<file path="src/rtl/sysctr_pkg.sv">
package sysctr_pkg;
  parameter int unsigned OFF_CNT_LO = 'h08;
  parameter int unsigned OFF_CNT_HI = 'h0C;
  parameter int unsigned OFF_CMP_LO = 'h20;
  parameter int unsigned OFF_CMP_HI = 'h24;
  parameter int unsigned OFF_CTRL   = 'h2C;

  parameter int unsigned CTL_EN   = 0;
  parameter int unsigned CTL_MASK = 1;
  parameter int unsigned CTL_STAT = 2;
endpackage

</file>
<file path="src/rtl/sysctr_count.sv">
module sysctr_count #(
  parameter int unsigned CNT_W = 56,
  parameter logic [CNT_W-1:0] CNT_RST = '0
) (
  input  logic             clk_i,
  input  logic             rst_ni,
  input  logic             inc_i,
  output logic [CNT_W-1:0] cnt_o
);
  logic [CNT_W-1:0] cnt_q;

  always_ff @(posedge clk_i or negedge rst_ni) begin
    if (!rst_ni)    cnt_q <= CNT_RST;
    else if (inc_i) cnt_q <= cnt_q + 1'b1;
  end

  assign cnt_o = cnt_q;

  AST_CNT_STEP: assert property (@(posedge clk_i) disable iff (!rst_ni)
    inc_i |=> cnt_q == CNT_W'($past(cnt_q) + 1'b1));
  AST_CNT_HOLD: assert property (@(posedge clk_i) disable iff (!rst_ni)
    !inc_i |=> $stable(cnt_q));
  AST_CNT_WRAP: assert property (@(posedge clk_i) disable iff (!rst_ni)
    (inc_i && (&cnt_q)) |=> cnt_q == '0);
endmodule

</file>
<file path="src/rtl/sysctr_cmp.sv">
module sysctr_cmp
  import sysctr_pkg::*;
#(
  parameter int unsigned CNT_W  = 56,
  parameter int unsigned DATA_W = 32,
  localparam int unsigned CMP_W = 2 * DATA_W
) (
  input  logic              clk_i,
  input  logic              rst_ni,
  input  logic [CNT_W-1:0]  cnt_i,
  input  logic              cmp_lo_wr_i,
  input  logic              cmp_hi_wr_i,
  input  logic              ctrl_wr_i,
  input  logic [DATA_W-1:0] wdata_i,
  output logic [CMP_W-1:0]  cmp_o,
  output logic              en_o,
  output logic              mask_o,
  output logic              stat_o,
  output logic              irq_o
);
  logic [CMP_W-1:0] cmp_q;
  logic en_q, mask_q, stat_q;
  logic hit, clr_wr;

  // only the implemented count bits take part
  assign hit    = cnt_i >= cmp_q[CNT_W-1:0];
  assign clr_wr = ctrl_wr_i && !wdata_i[CTL_EN];

  always_ff @(posedge clk_i or negedge rst_ni) begin
    if (!rst_ni) begin
      cmp_q  <= '0;
      en_q   <= 1'b0;
      mask_q <= 1'b0;
      stat_q <= 1'b0;
    end else begin
      if (cmp_lo_wr_i) cmp_q[DATA_W-1:0]     <= wdata_i;
      if (cmp_hi_wr_i) cmp_q[CMP_W-1:DATA_W] <= wdata_i;
      if (ctrl_wr_i) begin
        en_q   <= wdata_i[CTL_EN];
        mask_q <= wdata_i[CTL_MASK];
      end
      if (clr_wr || !en_q) stat_q <= 1'b0;
      else if (hit)        stat_q <= 1'b1;
    end
  end

  assign cmp_o  = cmp_q;
  assign en_o   = en_q;
  assign mask_o = mask_q;
  assign stat_o = stat_q;
  assign irq_o  = stat_q & en_q & ~mask_q;

  AST_STAT_SET: assert property (@(posedge clk_i) disable iff (!rst_ni)
    (en_q && hit && !clr_wr) |=> stat_q);
  AST_STAT_CLR: assert property (@(posedge clk_i) disable iff (!rst_ni)
    clr_wr |=> !stat_q);
  AST_STAT_STICKY: assert property (@(posedge clk_i) disable iff (!rst_ni)
    (stat_q && !clr_wr) |=> stat_q);
  AST_IRQ_MASKED: assert property (@(posedge clk_i) disable iff (!rst_ni)
    mask_q |-> !irq_o);
endmodule

</file>
<file path="src/rtl/sysctr_rdmux.sv">
module sysctr_rdmux
  import sysctr_pkg::*;
#(
  parameter int unsigned CNT_W  = 56,
  parameter int unsigned DATA_W = 32,
  parameter int unsigned ADDR_W = 8,
  localparam int unsigned CMP_W = 2 * DATA_W
) (
  input  logic [ADDR_W-1:0] addr_i,
  input  logic [CNT_W-1:0]  cnt_i,
  input  logic [CMP_W-1:0]  cmp_i,
  input  logic              en_i,
  input  logic              mask_i,
  input  logic              stat_i,
  output logic [DATA_W-1:0] rd_data_o
);
  logic [CMP_W-1:0] cnt_view;

  assign cnt_view = {{(CMP_W-CNT_W){1'b0}}, cnt_i};

  always_comb begin
    rd_data_o = '0;
    if (addr_i == ADDR_W'(OFF_CNT_LO))      rd_data_o = cnt_view[DATA_W-1:0];
    else if (addr_i == ADDR_W'(OFF_CNT_HI)) rd_data_o = cnt_view[CMP_W-1:DATA_W];
    else if (addr_i == ADDR_W'(OFF_CMP_LO)) rd_data_o = cmp_i[DATA_W-1:0];
    else if (addr_i == ADDR_W'(OFF_CMP_HI)) rd_data_o = cmp_i[CMP_W-1:DATA_W];
    else if (addr_i == ADDR_W'(OFF_CTRL)) begin
      rd_data_o[CTL_EN]   = en_i;
      rd_data_o[CTL_MASK] = mask_i;
      rd_data_o[CTL_STAT] = stat_i;
    end
  end
endmodule

</file>
<file path="src/rtl/sysctr_top.sv">
module sysctr_top
  import sysctr_pkg::*;
#(
  parameter int unsigned CNT_W  = 56,
  parameter int unsigned DATA_W = 32,
  parameter int unsigned ADDR_W = 8,
  parameter logic [CNT_W-1:0] CNT_RST = '0
) (
  input  logic              clk_i,
  input  logic              rst_ni,
  input  logic              inc_en_i,
  input  logic [ADDR_W-1:0] addr_i,
  input  logic              wr_en_i,
  input  logic [DATA_W-1:0] wr_data_i,
  output logic [DATA_W-1:0] rd_data_o,
  output logic              irq_o
);
  localparam int unsigned CMP_W = 2 * DATA_W;

  logic [CNT_W-1:0] cnt;
  logic [CMP_W-1:0] cmp;
  logic en, mask, stat;
  logic cmp_lo_wr, cmp_hi_wr, ctrl_wr;

  // read-frame offsets decode to no write strobe
  assign cmp_lo_wr = wr_en_i && (addr_i == ADDR_W'(OFF_CMP_LO));
  assign cmp_hi_wr = wr_en_i && (addr_i == ADDR_W'(OFF_CMP_HI));
  assign ctrl_wr   = wr_en_i && (addr_i == ADDR_W'(OFF_CTRL));

  sysctr_count #(.CNT_W(CNT_W), .CNT_RST(CNT_RST)) u_count (
    .clk_i (clk_i),
    .rst_ni(rst_ni),
    .inc_i (inc_en_i),
    .cnt_o (cnt)
  );

  sysctr_cmp #(.CNT_W(CNT_W), .DATA_W(DATA_W)) u_cmp (
    .clk_i      (clk_i),
    .rst_ni     (rst_ni),
    .cnt_i      (cnt),
    .cmp_lo_wr_i(cmp_lo_wr),
    .cmp_hi_wr_i(cmp_hi_wr),
    .ctrl_wr_i  (ctrl_wr),
    .wdata_i    (wr_data_i),
    .cmp_o      (cmp),
    .en_o       (en),
    .mask_o     (mask),
    .stat_o     (stat),
    .irq_o      (irq_o)
  );

  sysctr_rdmux #(.CNT_W(CNT_W), .DATA_W(DATA_W), .ADDR_W(ADDR_W)) u_rdmux (
    .addr_i   (addr_i),
    .cnt_i    (cnt),
    .cmp_i    (cmp),
    .en_i     (en),
    .mask_i   (mask),
    .stat_i   (stat),
    .rd_data_o(rd_data_o)
  );

  AST_HI_PAD_ZERO: assert property (@(posedge clk_i) disable iff (!rst_ni)
    (addr_i == ADDR_W'(OFF_CNT_HI)) |-> rd_data_o[DATA_W-1:CNT_W-DATA_W] == '0);
  AST_IRQ_NEEDS_EN: assert property (@(posedge clk_i) disable iff (!rst_ni)
    irq_o |-> (en && stat));
  AST_RDFRAME_NOWR: assert property (@(posedge clk_i) disable iff (!rst_ni)
    (wr_en_i && !inc_en_i && (addr_i == ADDR_W'(OFF_CNT_LO) || addr_i == ADDR_W'(OFF_CNT_HI)))
      |=> $stable(cnt));
endmodule

</file>
<file path="config.mk">
export PLATFORM = sky130hd
export DESIGN_NAME = sysctr_top
export DESIGN_NICKNAME = d
export VERILOG_FILES = /design/src/rtl/sysctr_pkg.sv /design/src/rtl/sysctr_count.sv /design/src/rtl/sysctr_cmp.sv /design/src/rtl/sysctr_rdmux.sv /design/src/rtl/sysctr_top.sv
export SDC_FILE = /design/constraint.sdc
export NUM_CORES = 1
export LEC_CHECK = 0
export ABC_AREA = 1
export ABC_CLOCK_PERIOD_IN_PS = 2500
export BUFFER_PORTS_ARGS = -buffer_cell sky130_fd_sc_hd__buf_4
export CAP_MARGIN = 5
export CORE_ASPECT_RATIO = 0.6
export CORE_UTILIZATION = 35
export DETAILED_ROUTE_END_ITERATION = 7
export PLACE_DENSITY = 0.56
export REMOVE_ABC_BUFFERS = 1
export SYNTH_ARGS = -nofsm -noshare
export SYNTH_HDL_FRONTEND = slang
export SYNTH_SLANG_ARGS = --single-unit
export TNS_END_PERCENT = 20
</file>
<file path="constraint.sdc">
create_clock -name clk_i -period 2.5 [get_ports clk_i]
set_clock_uncertainty 0.1 [all_clocks]
set_input_delay 0.375 -clock clk_i [delete_from_list [all_inputs] [get_ports clk_i]]
set_output_delay 0.375 -clock clk_i [all_outputs]
set_load 0.05 [all_outputs]
</file>
Yosys cells after proc, flatten, opt, wreduce, memory -nomap -nowiden --
Index checks and enable logic that the tools add are counted.
Word-level totals: register bits 123, bits of input ports 44, output and inout bits 33, word-level logic and storage cells 32
Cells by class: add/sub/neg operators 1, $lt $le $gt $ge 1, equality and inequality tests 5, multiplexer cells 8, bitwise gates (word level) 3, reduce and logical (&&, ||, !) cells 8
Operator list (count):
- $mux W32 | 3
- $add A56 B1 Y56 const B | 1
- $ge A56 B56 Y1 | 1
- $mux W29 | 1
- $eq A8 B6 Y1 const B | 3
- $eq A8 B4 Y1 const B | 2
- $mux W3 | 2
- $logic_and A1 B1 Y1 | 4
- $and A1 B1 Y1 | 2
- $logic_not A1 Y1 | 2
- $mux W1 | 2
- $reduce_bool A2 Y1 | 1
- $logic_or A1 B1 Y1 | 1
- $not A1 Y1 | 1

Logic depth before layout (Yosys ltp) --
depth after elaboration 6, mapped depth 12, mapped depth without buffers 12

Cells and area by module --
A second synthesis with hierarchy kept.
Unflattened totals: cell total of the unflattened synthesis 1081, area, all modules 8388.0 um2
By module, submodules not included:
- sysctr_cmp | times used 1, cells an instance 461, area an instance 3920.0 um2, seq. area each 1676.6 um2
- sysctr_count | times used 1, cells an instance 382, area an instance 3100.5 um2, seq. area each 1401.3 um2
- sysctr_rdmux | times used 1, cells an instance 216, area an instance 1278.7 um2, seq. area each 0.0 um2
- sysctr_top | times used 1, cells an instance 22, area an instance 88.8 um2, seq. area each 0.0 um2

Least setup slack after synthesis --
OpenSTA, ideal clock, no wires.
path type input -> output, start input port addr_i[1], end output port rd_data_o[10], data arrival time 2.022 ns, data required time 2.025 ns, slack 0.003 ns, cell stages on the path 8, path buffers 1, cells stage by stage nor2_2 > nand2_1 > nor2_1 > inv_1 > nor2_2 > inv_2 > buf_1 > o2111ai_1
On the way: longest elaborated chain between the ends 5, elaborated cells between the ends (all ways) 8, classes of those cells eq/ne: 4; mux: 4
RTL lines:
- from (decl) | line sysctr_top.sv:12 | input logic [ADDR_W-1:0] addr_i,
- $eq A8 B6 Y1 | line sysctr_rdmux.sv:26 | else if (addr_i == ADDR_W'(OFF_CMP_HI)) rd_data_o = cmp_i[CMP_W-1:DATA_W];
- $mux W29 | line sysctr_rdmux.sv:26
- $mux W32 | line sysctr_rdmux.sv:25 | else if (addr_i == ADDR_W'(OFF_CMP_LO)) rd_data_o = cmp_i[DATA_W-1:0];
- $mux W32 | line sysctr_rdmux.sv:24 | else if (addr_i == ADDR_W'(OFF_CNT_HI)) rd_data_o = cnt_view[CMP_W-1:DATA_W];
- $mux W32 (*) | line sysctr_rdmux.sv:23 | if (addr_i == ADDR_W'(OFF_CNT_LO)) rd_data_o = cnt_view[DATA_W-1:0];
- to (decl) | line sysctr_top.sv:15 | output logic [DATA_W-1:0] rd_data_o,
Mark *: on every way between the ends. The rest lies on a longest branch, timed or not.

Worst setup path in the final report --
start input port addr_i[7], end output port rd_data_o[2]
On the way: longest elaborated chain between the ends 6, elaborated cells between the ends (all ways) 10, classes of those cells eq/ne: 5; mux: 5
RTL lines:
- $eq A8 B6 Y1 | line sysctr_rdmux.sv:27 | else if (addr_i == ADDR_W'(OFF_CTRL)) begin
- $mux W3 | line sysctr_rdmux.sv:27
- $mux W3 | line sysctr_rdmux.sv:26
- $mux W32 | line sysctr_rdmux.sv:25
- $mux W32 | line sysctr_rdmux.sv:24
- $mux W32 (*) | line sysctr_rdmux.sv:23
Marked as above.

==> run_results.csv <==
group,metric,value,unit
detailed_routing,drt-vias-per-instance,4.82,
critical_path,largest_driver_fanout_on_the_critical_path,19,
floorplan,die-area,23800,um2
global_route,overflow,0,
power_and_ir_drop,switching_power,1680,uW
cells_and_area,syn_to_final_growth,23.1,%
timing,setup_repair_after_global_routing_missed_its_margin,"no",
critical_path,cp-start-kind,"input pin",
cells_and_area,layout.core_utilization,44.7,%
detailed_routing,total_drc_errors_in_the_routed_layout,0,
floorplan,rows,42,
cells_and_area,share_of_final_layout_standard_cells_stronger_than_drive_strength_1,13.8,%
floorplan,die_height,120,um
timing,timing.fmax,438,MHz
cells_and_area,layout.nets,1332,
timing,finalCritPeriodShare,91.4,%
cells_and_area,area.sequential,3080,um2
min_path,worst_hold_path_type,"in -> reg",
detailed_routing,routed_wirelength,26.6,mm
logic_synthesis,synthDistinctLibCells,37,
logic_synthesis,synthesized_cell_area,8120,um2
power_and_ir_drop,internal_power,4220,uW
critical_path,worstPathRequired,2030,ps
clocking,clockRootBuffer,"clkbuf_16",
place,gp_congestion,1.01,
power_and_ir_drop,power.share.combinational,15.5,%
detailed_routing,detailroute.via_count,7480,
timing,min_period,2280,ps
clocking,clock_latency,430,ps
logic_synthesis,ys.warnings.count,0,
clocking,postCtsResizedCells,0,
critical_path,cp.arrival,1810,ps
power_and_ir_drop,power.leakage,0.00484,uW
global_route,antenna_found_initial,0,
power_and_ir_drop,max-vdd-ir-drop,0.436,mV
critical_path,critical_path_class,"in -> out",
logic_synthesis,synth_largest_type_area_fraction,37.9,%
power_and_ir_drop,power_density,590,nW/um2
floorplan,core,22400,um2
clocking,tritoncts,"done",
power_and_ir_drop,power.share.sequential,38.2,%
clocking,cts.reportedPaths.clkPinSlew,60,ps
timing,hold_fails_final_rpt,0,
floorplan,io_pins,77,
logic_synthesis,synth_edf_count,0,
global_route,global_route_wire_length_before_repair,42.3,mm
place,dpl.cell_count,1519,
cells_and_area,layoutNonFillerInstCount,1552,
detailed_routing,drt_iter0_drc,455,
cells_and_area,fillerInstances,2394,
logic_synthesis,yosys_register_bits,123,
global_route,global_route.usage.total,24.0,%
clocking,clock_path_buffers,2,
cells_and_area,insertedDiodeCount,0,
place,portBuffers,76,
logic_synthesis,largest_cells_by_area_after_synthesis,"dfrtp_1 (38%), nand2_1 (16%), ha_1 (8.8%)",
timing,transition_time_at_the_pin_with_the_least_slew_margin,651,ps
cells_and_area,area_occupied_by_multi_input_gates,4240,um2
logic_synthesis,netlist_instances,1120,
timing,setup_ws,216,ps
floorplan,die-width,199,um
critical_path,critPathCaptureType,"output port",
logic_synthesis,ys_top_cells_by_count,"nand2_1 (347), inv_1 (185), dfrtp_1 (123)",
place,pre_cts_ws,197,ps
logic_synthesis,synthDominantAreaCellType,"dfrtp_1",
global_route,pin_count_of_the_biggest_net_entering_global_routing,65,
clocking,cts_num_sinks,123,
logic_synthesis,postSynth.asyncResetShare,100,%
logic_synthesis,synth_ff_type,"dfrtp_1",
power_and_ir_drop,clkPwrFrac,46.3,%
global_route,grt_pass1_vias,7165,
clocking,cts_htree_levels,4,
detailed_routing,drtPass1Iterations,5,
logic_synthesis,postSynthAreaPerCell,7.25,um2
place,dp.final_hpwl,20.6,mm
clocking,cts_inserted_buffers,17,
power_and_ir_drop,fin_total_pwr,5900,uW
job,maximum_capacitance_violations,0,
logic_synthesis,synth.most_common_cell,"nand2_1",
floorplan,initial_core_util,36.3,%
detailed_routing,route.detailed.wl_per_inst,17.1,um
detailed_routing,drt.antenna.violating_nets,0,
power_and_ir_drop,power.share.switching,28.5,%
timing,finalHoldWorstSlack,121,ps
timing,drv_slew,0,
status,outcome,"finished, final reports clean",
timing,slew_headroom,56.6,%
timing,setup_viol,0,
logic_synthesis,synth_sequential_area_ratio,37.9,%
==> registers in the layout, summed over array words and instances (netlist names) <==
signal	count
u_cmp.stat_o	1
u_cmp.cmp_o	64
u_cmp.en_o	1
u_count.cnt_o	56
u_cmp.mask_o	1
==> worst max-delay path, cell delays in order <==
cell,delay (ps)
buf_4,110
nor4_1,430
nand2_1,120
inv_2,150
buf_12,200
nor2_1,60
o21ai_0,70
o21bai_1,100
buf_4,200
==> what timing repair did <==
item / 4_1_cts / 5_1_grt
buffers inserted: 0 / 0
hold endpoints to repair: 34 / 0
hold buffers: 1 / 0
==> per-stage QoR <==
stage	setup TNS (ps)	cell area, um2
after global placement	0	9340
after detailed placement	0	9340
final	0	10000
after floorplan	-27330	8030
after CTS	0	10000
after global routing	0	10000
==> power groups by stage <==
stage	registers, uW	clock network, uW	logic [uW]
floorplan	2260	0	507
global placement	2290	0	896
detailed placement	2280	0	902
CTS	2250	2780	911
global route	2270	2880	1040
finish	2250	2730	915
==> final timing paths <==
kind,start,end,slack [ps],cells past startpoint
worst max-delay path,addr_i[7],rd_data_o[2],220,9
worst min-delay path,wr_data_i[11],u_cmp.cmp_o[43],120,3
worst max register to register,u_count.cnt_o[0],u_count.cnt_o[48],220,10
worst min register to register,u_cmp.cmp_o[9],u_cmp.cmp_o[9],380,2
max in group asynchronous,rst_ni,u_cmp.cmp_o[19],1210,3
min in group asynchronous,rst_ni,u_cmp.cmp_o[14],380,2
==> per-layer routing <==
metal	vias up	part of all wire (%)	track usage, %
met2	186	37	30.6
met4	2	0.60	4.23
li1	3807	-	-
met1	3468	55	38.8
met3	17	6.9	6.41
met5	-	0.36	3.27
==> cell type report <==
cell class	instances	area share [%]
Tap cell	308	3.85
Timing Repair Buffer	115	9.29
Inverter	191	7.17
Clock buffer	22	4.84
Sequential cell	123	30.8
Clock inverter	10	1.63
Multi-Input combinational cell	783	42.4
==> placed cells by master, fill, tap and decap left out, types with 8 or more instances in the layout <==
cell       Yosys  routed
nand2_1      347     345
inv_1        185     185
dfrtp_1      123     123
buf_4          0     109
nor2_1        88      87
o21ai_0       81      81
ha_1          57      57
xor2_1        33      33
nand3_1       25      25
a21oi_1       25      25
nor3_1        24      24
nand4_1       23      23
o2111ai_1     21      21
clkbuf_16      0      17
xnor2_1       11      11
nor2_2         8       9
o221ai_1       8       8
==> cell families after synthesis <==
kind of cell | count (synthesis) | synth area share (%)
simple gates | 535 | 27.9
buf+inv | 214 | 9.97
compound gates | 147 | 10.7
fa+ha+maj | 57 | 8.78
flops | 123 | 37.9
xor+xnor | 44 | 4.75
Note: power is estimated with default switching activity, not from simulation.
